$ cat config.mk
export PLATFORM = sky130hd
export DESIGN_NAME = adc_cond_unit
export DESIGN_NICKNAME = d
export VERILOG_FILES = /design/src/rtl/adc_cond_pkg.sv /design/src/rtl/adc_cond_ctrl.sv /design/src/rtl/adc_cond_dpath.sv /design/src/rtl/adc_cond_unit.sv
export SDC_FILE = /design/constraint.sdc
export NUM_CORES = 1
export LEC_CHECK = 0
export ABC_AREA = 1
export BUFFER_PORTS_ARGS = -buffer_cell sky130_fd_sc_hd__clkbuf_2
export CORE_MARGIN = 4
export CORE_UTILIZATION = 35
export DETAILED_ROUTE_END_ITERATION = 16
export GPL_ROUTABILITY_DRIVEN = 0
export PLACE_DENSITY = 0.68
export SLEW_MARGIN = 20
export SYNTH_ARGS = -nofsm -noshare
export SYNTH_HDL_FRONTEND = slang
export SYNTH_SLANG_ARGS = --single-unit
export TNS_END_PERCENT = 30
$ cat constraint.sdc
create_clock -name vclk -period 6.4
set_clock_uncertainty 0.1 [all_clocks]
set_input_delay 0.64 -clock vclk [all_inputs]
set_output_delay 0.64 -clock vclk [all_outputs]
set_load 0.02 [all_outputs]
$ cat src/rtl/adc_cond_pkg.sv
package adc_cond_pkg;

  localparam int SEL_COUNT = 8;

  typedef struct packed {
    logic [SEL_COUNT-1:0] testSel;  // one-hot flag-test select
    logic                 invert;   // invert the selected test
  } condStrobe_t;

endpackage

$ cat src/rtl/adc_cond_ctrl.sv
module adc_cond_ctrl
  import adc_cond_pkg::*;
(
  input  logic [3:0]  cond,
  output condStrobe_t strobe
);

  localparam logic [2:0] SEL_ALWAYS = 3'd7;

  logic [2:0] selector;

  always_comb begin
    selector       = cond[3:1];
    strobe.testSel = '0;
    strobe.testSel[selector] = 1'b1;
    strobe.invert  = cond[0] & (selector != SEL_ALWAYS);
  end


  always_comb begin
    one_hot_sel_chk: assert ($countones(strobe.testSel) == 1)
      else $error("select strobe not one-hot");
  end

endmodule

$ cat src/rtl/adc_cond_dpath.sv
module adc_cond_dpath
  import adc_cond_pkg::*;
#(
  parameter int WIDTH  = 32,
  parameter int LANE_W = 8
) (
  input  logic [WIDTH-1:0] opA,
  input  logic [WIDTH-1:0] opB,
  input  logic             carryIn,
  input  condStrobe_t      strobe,
  input  logic             flagN,
  input  logic             flagZ,
  input  logic             flagC,
  input  logic             flagV,
  output logic [WIDTH-1:0] sum,
  output logic             sumN,
  output logic             sumZ,
  output logic             carryOut,
  output logic             overflow,
  output logic             condPass
);

  localparam int LANES = WIDTH / LANE_W;
  localparam int MSB   = WIDTH - 1;

  logic [LANES:0] laneCarry;

  assign laneCarry[0] = carryIn;

  for (genvar g = 0; g < LANES; g++) begin : gLane
    logic [LANE_W:0] laneSum;
    assign laneSum = {1'b0, opA[g*LANE_W +: LANE_W]}
                   + {1'b0, opB[g*LANE_W +: LANE_W]}
                   + (LANE_W+1)'(laneCarry[g]);
    assign sum[g*LANE_W +: LANE_W] = laneSum[LANE_W-1:0];
    assign laneCarry[g+1]          = laneSum[LANE_W];
  end

  assign carryOut = laneCarry[LANES];
  assign overflow = (opA[MSB] == opB[MSB]) && (sum[MSB] != opA[MSB]);
  assign sumN     = sum[MSB];
  assign sumZ     = ~|sum;

  logic [SEL_COUNT-1:0] flagTests;
  logic                 nEqV;
  logic                 rawPass;

  always_comb begin
    nEqV      = (flagN == flagV);
    flagTests = {1'b1, nEqV & ~flagZ, nEqV, flagC & ~flagZ,
                 flagV, flagN, flagC, flagZ};
    rawPass   = |(strobe.testSel & flagTests);
    condPass  = rawPass ^ strobe.invert;
  end


  always_comb begin
    carry_sum_chk: assert ({carryOut, sum} ==
        ({1'b0, opA} + {1'b0, opB} + (WIDTH+1)'(carryIn)))
      else $error("sum/carry mismatch");
  end


  always_comb begin
    signed_ovf_chk: assert (overflow ==
        (($signed({opA[MSB], opA}) + $signed({opB[MSB], opB})
          + $signed({{WIDTH{1'b0}}, carryIn}))
         != $signed({sum[MSB], sum})))
      else $error("overflow mismatch");
  end

endmodule

$ cat src/rtl/adc_cond_unit.sv
module adc_cond_unit
  import adc_cond_pkg::*;
#(
  parameter int WIDTH  = 32,
  parameter int LANE_W = 8
) (
  input  logic [WIDTH-1:0] opA,
  input  logic [WIDTH-1:0] opB,
  input  logic             carryIn,
  input  logic [3:0]       cond,
  input  logic             flagN,
  input  logic             flagZ,
  input  logic             flagC,
  input  logic             flagV,
  output logic [WIDTH-1:0] sum,
  output logic             sumN,
  output logic             sumZ,
  output logic             carryOut,
  output logic             overflow,
  output logic             condPass
);

  condStrobe_t strobe;

  adc_cond_ctrl uCtrl (
    .cond   (cond),
    .strobe (strobe)
  );

  adc_cond_dpath #(.WIDTH(WIDTH), .LANE_W(LANE_W)) uDpath (
    .opA      (opA),
    .opB      (opB),
    .carryIn  (carryIn),
    .strobe   (strobe),
    .flagN    (flagN),
    .flagZ    (flagZ),
    .flagC    (flagC),
    .flagV    (flagV),
    .sum      (sum),
    .sumN     (sumN),
    .sumZ     (sumZ),
    .carryOut (carryOut),
    .overflow (overflow),
    .condPass (condPass)
  );


  always_comb begin
    always_pass_chk: assert (!(cond[3:1] == 3'b111) || condPass)
      else $error("selector 7 did not pass");
  end

endmodule

==> summary.txt, run 1 <==
Outcome
  – Status: finished with violations
  – Violated checks: negative setup slack

Power
  – P_leak: 2.27 nW
  – Max IR drop VDD: 0.0735 mV
  – Power Density: 129 mW/mm2

Floorplan
  – Initial Util: 0.363
  – Die Width: 81.0 um
  – # rows: 26
  – Die Y: 81.0 um
  – I/O pins: 110
  – Core area: 0.00514 mm2
  – Area of the die: 0.00656 mm2

Final layout
  – Synth-to-layout area growth: 103%
  – Sequential cell count: 0
  – Most frequent cells in the layout: buf_4, clkbuf_2, nand2_1
  – Layout Cells excl Fill: 648
  – Net count of the finished layout: 689
  – Clk_buf instances: 0
  – Seq. cell area: 0 um2
  – Number of diodes: 0
  – Share of cells above drive strength 1: 0.528
  – Most common cell after layout, fill and taps aside: buf_4

Timing
  – Final-report setup violation count: 15
  – Max Transition Viols Final: 0
  – Final period util: 1.16
  – Slew @ Worst Pin: 0.366 ns
  – Final WS setup: -1.05 ns
  – RSZ-0062 raised after global routing: yes
  – Setup TNS: -9.09 ns
  – Fin crit period: 7.45 ns
  – Hold Violations, Final: 0
  – Max Clk Rate: 134 MHz
  – Slew Limit Headroom: 0.756

Synth
  – Largest area contributor in the netlist: nand2_1
  – Top cell type's share of synthesized area: 0.209
  – Mean Syn Cell Area: 5.62 um2
  – Synth Instances: 332
  – Post-Synthesis Cell Area: 0.00187 mm2
  – Ys Warns: 0
  – Syn Nets: 441
  – Yosys cell types: 26
  – Dominant cells by area after synthesis: nand2_1, ha_1, inv_1
  – Proportion of synthesized chip area in sequential cells: 0

Global routing
  – Global-route wire length before repair: 13900 um
  – Initial antenna violation count: 0
  – Grt ovf: 0
  – Vias in the first global route: 3306
  – Gr usage total: 0.263
  – Pin count of the biggest net entering global routing: 8

Worst setup path
  – Crit path largest cell delay: 0.34 ns
  – Worst path buffer plus inverter count: 40
  – Critical path peak fanout: 2
  – Setup CP Type: input port to output pin
  – Most common cell on crit path: buf_4
  – Worst EP arrival: 6.71 ns
  – Crit end category: output pin
  – CP max stage cell: fa_2
  – Crit path launch type: input port
  – CP Data Required Time: 5.66 ns
  – Crit-path leading delay family: buffers and inverters

Route
  – DR iter-0 viols: 74
  – Via density: 4.81
  – Pre-antenna DRT Iters: 5
  – Overall routed net length: 8980 um
  – Avg WL per Cell: 13.9 um
  – DRC: 0
  – Via count: 3115
  – DRT antenna net count: 0

Placement
  – Dpl hpwl: 5060 um
  – Setup WS pre-CTS: -0.666 ns
  – DP Cell Count: 534
  – IO buf count: 110

Clocking
  – Hold bufs inserted after CTS: 0

Run
  – Maxcap violations: 0

Worst hold path
  – Worst min path class: input port to output pin
[worst min-delay path, delay by kind of cell]
kind | cells | cell delay [ns]
simple gates | 3 | 0.15
buf+inv | 2 | 0.23
[worst paths after layout]
check / startpoint / to / slack [ns] / depth (start not counted)
worst max-delay path: opA[0] / sumZ / -1.05 / 51
worst min-delay path: cond[0] / condPass / 1.56 / 5
[synthesized netlist by cell type, drive strengths merged]
library cell  count
a21o              2
o21ai             3
buf               1
o21bai            1
nand2           113
clkinv            1
nand3            36
o21a              1
a21oi            18
nor2             32
ha               28
nand4             1
or2               4
xor2              3
o22ai             1
nand3b           14
inv              63
a211oi            1
xnor2             1
fa                8
[repair_timing]
action / CTS / global route
gates cloned: 0 / 0
resized for setup: 38 / 35
pin swaps: 11 / 24
buffers inserted: 107 / 8
setup endpoints to repair: 11 / 16
[where the power goes]
| group | switching, mW | leakage (nW) | internal [mW] |
|---|---|---|---|
| clock network | 0 | 0 | 0 |
| logic | 0.253 | 2.27 | 0.234 |
| registers | 0 | 0 | 0 |
[kinds of logic after synthesis]
group / Yosys count / share of synthesized area
AND/OR/NAND/NOR: 200 / 0.495
adder cells (fa/ha/maj): 36 / 0.274
XOR/XNOR: 4 / 0.0188
buffers and inverters: 65 / 0.133
AO/OA/AOI/OAI: 27 / 0.0798
[layout make-up]
cell class / count / area (um2)
Timing Repair Buffer: 247 / 1710
Tap cell: 70 / 87.6
Multi-Input combinational cell: 267 / 1730
Fill cell: 404 / 1360
Inverter: 64 / 253
[routing by layer]
metal / vias up / global-route usage / wire length, um / share of wire
met2: 133 / 0.528 / 4830 / 0.54
met4: 0 / 0.127 / 480 / 0.053
li1: 1541 / - / - / -
met3: 44 / 0.0333 / 463 / 0.052
met1: 1397 / 0.261 / 3200 / 0.36
met5: - / 0 / 0 / 0
[metrics by stage]
| stage | hold slack, ns | power (mW) | util | cell area [um2] |
|---|---|---|---|---|
| 2_1_floorplan | 1.36 | 0.216 | - | 1910 |
| 3_3_place_gp | 1.54 | 0.327 | 0.528 | 2710 |
| 3_5_place_dp | 1.56 | 0.332 | 0.528 | 2710 |
| 4_1_cts | 1.56 | 0.436 | 0.710 | 3650 |
| 5_1_grt | 1.59 | 0.523 | 0.735 | 3780 |
| 6_report | 1.56 | 0.487 | 0.735 | 3780 |
No activity file was read; power rests on OpenSTA's default activity.
==> run 2: changes to the inputs <==
--- a/config.mk
+++ b/config.mk
@@ -12,6 +12,7 @@
 export DETAILED_ROUTE_END_ITERATION = 16
 export GPL_ROUTABILITY_DRIVEN = 0
 export PLACE_DENSITY = 0.68
+export RECOVER_POWER = 25
 export SLEW_MARGIN = 20
 export SYNTH_ARGS = -nofsm -noshare
 export SYNTH_HDL_FRONTEND = slang
==> run 2 against run 1 <==
  * The flow still finishes with violations (negative setup slack)
  * First-iteration DRC count increased by 5.4%
  * Die area unchanged
  * Fmax decreased by 0.10%
  * Utilization decreased by 0.12 points
  * Largest power group unchanged
==> summary.txt, run 2 (synthesis gave the netlist of run 1 again) <==
Outcome
  – Status: finished with violations (unchanged)
  – Violated checks: negative setup slack (unchanged)

Worst setup path
  – Critical path peak fanout: 2 (unchanged)
  – CP Data Required Time: 5.66 ns (about the same)
  – Setup CP Type: input port to output pin (unchanged)
  – Crit path largest cell delay: 0.34 ns (about the same)
  – Crit path launch type: input port (unchanged)
  – CP max stage cell: fa_2 (unchanged)
  – Most common cell on crit path: buf_4 (unchanged)
  – Worst EP arrival: 6.72 ns (was 6.71 ns)
  – Crit end category: output pin (unchanged)
  – CP Launch Point: opA[0] (unchanged)

Timing
  – Final WS setup: -1.06 ns (was -1.05 ns)
  – Slew Limit Headroom: 0.756 (about the same)
  – Fin crit period: 7.46 ns (was 7.45 ns)
  – Setup TNS: -9.18 ns (was -9.09 ns)
  – Hold Violations, Final: 0 (unchanged)
  – Final period util: 1.17 (was 1.16)
  – Slew @ Worst Pin: 0.366 ns (about the same)
  – RSZ-0062 raised after global routing: yes (unchanged)
  – Final-report setup violation count: 15 (unchanged)
  – Max Clk Rate: 134 MHz (about the same)
  – Max Transition Viols Final: 0 (unchanged)

Floorplan
  – Initial Util: 0.363 (unchanged)
  – I/O pins: 110 (unchanged)
  – Die Y: 81.0 um (unchanged)
  – Die Width: 81.0 um (unchanged)
  – # rows: 26 (unchanged)
  – Core area: 0.00514 mm2 (unchanged)
  – Area of the die: 0.00656 mm2 (unchanged)

Placement
  – Setup WS pre-CTS: -0.666 ns (unchanged)
  – Area after DPL: 0.00271 mm2 (unchanged)
  – Dpl hpwl: 5060 um (unchanged)
  – IO buf count: 110 (unchanged)

Power
  – Register share of total power: 0 (about the same)
  – Clk pwr share: 0 (about the same)
  – Switching part of the total: 0.521 (was 0.519)
  – P_leak: 2.25 nW (was 2.27 nW)
  – Max IR drop VDD: 0.0732 mV (was 0.0735 mV)
  – Sw power: 0.253 mW (about the same)
  – Power Density: 129 mW/mm2 (about the same)
  – Int Power: 0.233 mW (was 0.234 mW)
  – Tot Pwr: 0.486 mW (was 0.487 mW)
  – Comb pwr share: 1.000 (about the same)

Final layout
  – Number of diodes: 0 (unchanged)
  – Sequential cell count: 0 (unchanged)
  – Most common cell after layout, fill and taps aside: buf_4 (unchanged)
  – Net count of the finished layout: 689 (unchanged)
  – Seq. cell area: 0 um2 (unchanged)
  – Clk_buf instances: 0 (unchanged)
  – Layout filler cell count: 404 (unchanged)
  – Synth-to-layout area growth: 102% (was 103%)
  – Most frequent cells in the layout: buf_4, nand2_1, clkbuf_2 (was buf_4, clkbuf_2, nand2_1)
  – Cell area after layout: 0.00377 mm2 (was 0.00378 mm2)
  – Share of cells above drive strength 1: 0.519 (was 0.528)

Route
  – Via count: 3133 (was 3115)
  – Via density: 4.83 (was 4.81)
  – DR iter-0 viols: 78 (was 74)
  – DRC: 0 (unchanged)
  – DRT antenna net count: 0 (unchanged)
  – Overall routed net length: 9010 um (was 8980 um)
  – Avg WL per Cell: 13.9 um (about the same)
  – Pre-antenna DRT Iters: 5 (unchanged)

Worst hold path
  – Hold_sp: opA[31] (was cond[0])
  – Worst min path class: input port to output pin (unchanged)

Global routing
  – Global-route wire length before repair: 13900 um (unchanged)
  – Pin count of the biggest net entering global routing: 8 (unchanged)
  – Gr usage total: 0.263 (unchanged)
  – Initial antenna violation count: 0 (unchanged)
  – Vias in the first global route: 3306 (unchanged)
  – Grt ovf: 0 (unchanged)

Clocking
  – Hold bufs inserted after CTS: 0 (unchanged)

Run
  – Maxcap violations: 0 (unchanged)
-- run 2: cell type report --
type               count  area, um2  share of cell area
multi-input cells    267       1730               0.459
well taps             70       87.6              0.0232
inverters             64        253              0.0670
repair buffers       247       1700               0.451
-- run 2: metrics by stage --
step	hold WS (ns)	utilization	cells
finish	1.57	0.734	648
global route	1.59	0.734	648
CTS	1.56	0.710	641
detailed placement	1.56	0.528	534
global placement	1.54	0.528	534
floorplan	1.36	-	332
-- run 2: final timing paths --
check	endpoint	slack, ns	cells after the start
setup / recovery	sumZ	-1.06	51
hold / removal	overflow	1.57	4
-- run 2: critical path, delay by kind of cell --
family	cells	cell delay, ns
adders and majority gates	2	0.58
buffers and inverters	40	4.80
and+or+nand+nor	9	0.67
-- run 2: power groups by stage --
stage | Sequential, mW | Combinational (mW) | Clock, mW
6_report | 0 | 0.486 | 0
5_1_grt | 0 | 0.522 | 0
4_1_cts | 0 | 0.436 | 0
3_5_place_dp | 0 | 0.332 | 0
3_3_place_gp | 0 | 0.327 | 0
2_1_floorplan | 0 | 0.216 | 0
-- run 2: per-layer routing --
metal	routed length (um)	global-route usage	up-vias
li1	-	-	1540
met3	472	0.0333	42
met4	463	0.127	0
met2	4850	0.528	138
met1	3230	0.261	1413
met5	0	0	-
-- run 2: what timing repair did --
| item | CTS | global route |
|---|---|---|
| pin swaps | 11 | 24 |
| resized for setup | 38 | 35 |
| setup buffers | 107 | 8 |
| endpoints found under the setup margin | 11 | 16 |
